===== src/rtl/sport_pkg.sv =====
package sport_pkg;
  typedef struct packed {
    logic sel_lo_n;
    logic sel_hi;
    logic mode;
    logic strobe;
    logic clear_n;
  } pin_ctrl_t;

  localparam int CTRL_W = $bits(pin_ctrl_t);
endpackage


===== src/rtl/sport_sync.sv =====
module sport_sync #(
  parameter int W      = 8,
  parameter int STAGES = 2
) (
  input  logic         clk,
  input  logic         rst_n,
  input  logic [W-1:0] async_i,
  output logic [W-1:0] sync_o
);
  localparam int LAST = STAGES - 1;

  logic [W-1:0] stg_q [STAGES];
  logic [W-1:0] stg_d [STAGES];

  always_comb begin
    stg_d[0] = async_i;
  end

  for (genvar s = 1; s < STAGES; s++) begin : g_chain
    always_comb begin
      stg_d[s] = stg_q[s-1];
    end
  end

  for (genvar s = 0; s < STAGES; s++) begin : g_reg
    always_ff @(posedge clk or negedge rst_n) begin
      if (!rst_n) stg_q[s] <= '0;
      else        stg_q[s] <= stg_d[s];
    end
  end

  assign sync_o = stg_q[LAST];
endmodule


===== src/rtl/sport_latch.sv =====
module sport_latch #(
  parameter int W = 8
) (
  input  logic         clk,
  input  logic         rst_n,
  input  logic         load_en,
  input  logic         clr_n,
  input  logic [W-1:0] d_i,
  output logic [W-1:0] q_o
);
  logic [W-1:0] q_q, q_d;
  logic         upd;

  always_comb begin
    upd = load_en | ~clr_n;
    q_d = q_q;
    if (load_en)     q_d = d_i;
    else if (!clr_n) q_d = '0;
  end

  always_ff @(posedge clk or negedge rst_n) begin
    if (!rst_n)   q_q <= '0;
    else if (upd) q_q <= q_d;
  end

  assign q_o = q_q;


  load_takes_data_chk: assert property (@(posedge clk) disable iff (!rst_n)
    load_en |=> q_o == $past(d_i));


  clear_zeroes_chk: assert property (@(posedge clk) disable iff (!rst_n)
    (!load_en && !clr_n) |=> q_o == '0);


  idle_holds_chk: assert property (@(posedge clk) disable iff (!rst_n)
    (!load_en && clr_n) |=> $stable(q_o));
endmodule


===== src/rtl/sport_srq.sv =====
module sport_srq (
  input  logic clk,
  input  logic rst_n,
  input  logic set_req,
  input  logic strobe_s,
  output logic sr_o
);
  logic sr_q, sr_d;
  logic stb_prev_q;
  logic stb_fall;

  always_comb begin
    stb_fall = stb_prev_q & ~strobe_s;
    sr_d     = sr_q;
    if (set_req)       sr_d = 1'b1;
    else if (stb_fall) sr_d = 1'b0;
  end

  always_ff @(posedge clk or negedge rst_n) begin
    if (!rst_n) begin
      sr_q       <= 1'b1;
      stb_prev_q <= 1'b0;
    end else begin
      sr_q       <= sr_d;
      stb_prev_q <= strobe_s;
    end
  end

  assign sr_o = sr_q;


  set_wins_chk: assert property (@(posedge clk) disable iff (!rst_n)
    set_req |=> sr_o);


  fall_clears_chk: assert property (@(posedge clk) disable iff (!rst_n)
    (stb_prev_q && !strobe_s && !set_req) |=> !sr_o);


  no_spurious_clear_chk: assert property (@(posedge clk) disable iff (!rst_n)
    ($past(sr_o) && !sr_o) |-> $past(stb_prev_q && !strobe_s));
endmodule


===== src/rtl/strobed_port.sv =====
module strobed_port
  import sport_pkg::*;
#(
  parameter int W           = 8,
  parameter int SYNC_STAGES = 2
) (
  input  logic         clk,
  input  logic         rst_n,
  input  logic [W-1:0] din,
  input  logic         sel_lo_n,
  input  logic         sel_hi,
  input  logic         mode,
  input  logic         strobe,
  input  logic         clear_n,
  output logic [W-1:0] dout,
  output logic         dout_oe,
  output logic         irq_n
);
  localparam int BUS_W = W + CTRL_W;

  pin_ctrl_t    ctl_raw, ctl_s;
  logic [W-1:0] din_s;
  logic [W-1:0] latch_q;
  logic         sel_s, load_en, oe, sr;

  always_comb begin
    ctl_raw.sel_lo_n = sel_lo_n;
    ctl_raw.sel_hi   = sel_hi;
    ctl_raw.mode     = mode;
    ctl_raw.strobe   = strobe;
    ctl_raw.clear_n  = clear_n;
  end

  sport_sync #(.W(BUS_W), .STAGES(SYNC_STAGES)) sync_i (
    .clk    (clk),
    .rst_n  (rst_n),
    .async_i({din, ctl_raw}),
    .sync_o ({din_s, ctl_s})
  );

  always_comb begin
    sel_s   = ~ctl_s.sel_lo_n & ctl_s.sel_hi;
    load_en = ctl_s.mode ? sel_s : ctl_s.strobe;
    oe      = ctl_s.mode | sel_s;
  end

  sport_latch #(.W(W)) latch_i (
    .clk    (clk),
    .rst_n  (rst_n),
    .load_en(load_en),
    .clr_n  (ctl_s.clear_n),
    .d_i    (din_s),
    .q_o    (latch_q)
  );

  sport_srq srq_i (
    .clk     (clk),
    .rst_n   (rst_n),
    .set_req (sel_s | ~ctl_s.clear_n),
    .strobe_s(ctl_s.strobe),
    .sr_o    (sr)
  );

  always_comb begin
    dout_oe = oe;
    dout    = oe ? latch_q : '0;
    irq_n   = ~(~sr | sel_s);
  end


  sel_irq_chk: assert property (@(posedge clk) disable iff (!rst_n)
    sel_s |-> !irq_n);


  out_mode_oe_chk: assert property (@(posedge clk) disable iff (!rst_n)
    ctl_s.mode |-> dout_oe);


  idle_bus_chk: assert property (@(posedge clk) disable iff (!rst_n)
    !dout_oe |-> dout == '0);
endmodule


===== config.mk =====
export PLATFORM = sky130hd
export DESIGN_NAME = strobed_port
export DESIGN_NICKNAME = d
export VERILOG_FILES = /design/src/rtl/sport_pkg.sv /design/src/rtl/sport_sync.sv /design/src/rtl/sport_latch.sv /design/src/rtl/sport_srq.sv /design/src/rtl/strobed_port.sv
export SDC_FILE = /design/constraint.sdc
export NUM_CORES = 1
export LEC_CHECK = 0
export BUFFER_PORTS_ARGS = -buffer_cell sky130_fd_sc_hd__buf_2
export CORE_UTILIZATION = 51
export DETAILED_ROUTE_END_ITERATION = 8
export PLACE_DENSITY_LB_ADDON = 0.3
export SETUP_SLACK_MARGIN = 0.05
export SKIP_CTS_REPAIR_TIMING = 1
export SYNTH_ARGS = -nofsm -noshare
export SYNTH_HDL_FRONTEND = slang
export SYNTH_SLANG_ARGS = --single-unit
export TNS_END_PERCENT = 5

===== constraint.sdc =====
create_clock -name clk -period 1.67 [get_ports clk]
set_clock_uncertainty 0.05 [all_clocks]
set_input_delay 0.334 -clock clk [delete_from_list [all_inputs] [get_ports clk]]
set_output_delay 0.334 -clock clk [all_outputs]
set_load 0.05 [all_outputs]

==> metrics <==
final std cells w/o fill=141; Final setup viols=5; total CTS buffers=5; H-tree Lvls=2; area share of the leading cell type in the synthesized netlist=0.745; Net Count, Synth=96; initial DRC count=5; Synth Instances=81; Setup TNS Final=-0.0660 ns; area added between synthesis and finish=28.6%; CTS tree=yes; DR vias=652; CP endpoint kind=output port; Yosys reg bits=36; Via density=4.62; ANT nets after route=0; Critical Path Fanout Max=5; setup ws final=-0.0332 ns; die area=0.00250 mm2; Reg clk slew, reported paths=0.09 ns; Mapped Area=0.00118 mm2; PortBufs=24; CP startpoint kind=register; R2R setup slack=0.27 ns; routed wire length=1520 um; synthesized area per cell=14.5 um2; Fmax=0.587 GHz; DRC=0; GPL Wtd Cong=0.802; Worst setup startpoint=sync_i.sync_o[4]; fin area=0.00151 mm2; area of the multi-input gates=287 um2; GRT overflow=0; Slew HR=0.706; fin crit period=1.70 ns; initial antenna violation count=0; first-pass GRT wire length=2500 um; Final period util=1.02; CP arrival=1.32 ns; R2R depth=3; GRT Total Usage=0.143; maximum buffer depth of the clock tree=2; worst r2r dst=latch_i.q_o[1]; share of cells above drive strength 1=0.469; reg2reg start=sync_i.sync_o[2]; Routed WL per cell=10.8 um; hold slack=0.0639 ns; clock root buffer master=clkbuf_4; post-synthesis sequential area ratio=0.767; register area=902 um2; most frequent cells in the layout=dfrtp_1 (35), buf_2 (14), o21ai_0 (9), buf_6 (9); status=complete, but fails checks; Synth Warn #=0; Clk Latency, worst-skew pair=0.32 ns; row count=17; core area=0.00219 mm2; most common cell after layout, fill and taps aside=dfrtp_1; largest net degree at the start of global routing=20; DP HPWL=1040 um; fillers=170; final core occ=0.690; Max IR drop VDD=0.705 mV; placed cells=131; Min-Delay Path Class=in -> reg; vias in the first global route=577; pre-CTS WS=0.0522 ns; Worst Setup EP=dout[0]; Chip Height=50.0 um; Critical Path RT=1.29 ns; ant diodes=0; die width=50.0 um; # IOs=25; Tot Pwr=1.63 mW; cell area power density=1080 mW/mm2; final hold vios=0; Max Cap Viol=0; Final #Nets=128; effective utilization at floorplan=0.537; Detailed Routing Iterations Pass 1=4; dpl cell area=0.00133 mm2; fin. max-slew vios=0; Pleak=0.718 nW; Worst-Margin Slew=0.440 ns; CTS sink count=36; Setup CP Type=reg -> out; RSZ-0062 raised after global routing=yes; violated checks=setup timing; Synth area leader=dfrtp_1; ranking of synthesized cells by area=dfrtp_1 (74%), o21ai_2 (6.0%), nor2b_1 (5.3%); Synth cell types=14
[power by group]
| part | switching [mW] | leakage, nW | internal (mW) |
|---|---|---|---|
| Sequential | 0.0228 | 0.429 | 0.922 |
| Combinational | 0.126 | 0.252 | 0.0850 |
| Clock | 0.239 | 0.0374 | 0.239 |
| Total | 0.388 | 0.718 | 1.25 |
[state kept, by name (all words and copies together) (netlist names)]
name	flops
sync_i.stg_d	13
sync_i.sync_o	13
latch_i.q_o	8
srq_i.sr_o	1
srq_i.stb_prev_q	1
[cell families after synthesis]
kind of cell,after synthesis,synth area share
AOI/OAI and AO/OA,17,0.0979
DFF,36,0.767
buffers and inverters,5,0.0287
and+or+nand+nor,23,0.106
[worst max-delay path, cell delays in order, from the launching register on]
cell,delay (ns)
dfrtp_1,0.38
nand2b_4,0.15
nor2b_4,0.15
nor2b_1,0.15
buf_6,0.17
[metal layers]
metal / vias to the layer above / track usage / wire length (um)
met5: - / 0 / 0
met4: 0 / 0.0714 / 16
met3: 2 / 0.0648 / 85
met2: 25 / 0.216 / 756
met1: 298 / 0.173 / 665
li1: 327 / - / -
[synthesized netlist by cell type, drive strengths merged]
cell type  count
clkbuf         1
nor2b         10
o21ai         17
and3b          1
nand2          8
inv            2
dfstp          1
and2           1
buf            2
dfrtp         35
nand2b         1
nand3          1
or2            1
[worst min path at each step]
stage,from,endpoint,slack (ns),depth (start not counted)
2_1_floorplan,rst_n,latch_i.q_o[0],-0.01,0
3_3_place_gp,rst_n,latch_i.q_o[7],0.23,1
3_5_place_dp,rst_n,latch_i.q_o[7],0.24,1
4_1_cts,rst_n,latch_i.q_o[7],-0.12,1
5_1_grt,din[2],sync_i.stg_d[7],0.04,1
6_report,strobe,sync_i.stg_d[1],0.06,1
[area by class of cell]
class | count | area share
Sequential cell | 36 | 0.596
Multi-Input combinational cell | 41 | 0.189
Timing Repair Buffer | 27 | 0.143
Clock buffer | 7 | 0.0430
Tap cell | 28 | 0.0232
Inverter | 2 | 0.00496
(Power assumes the default switching activity.)
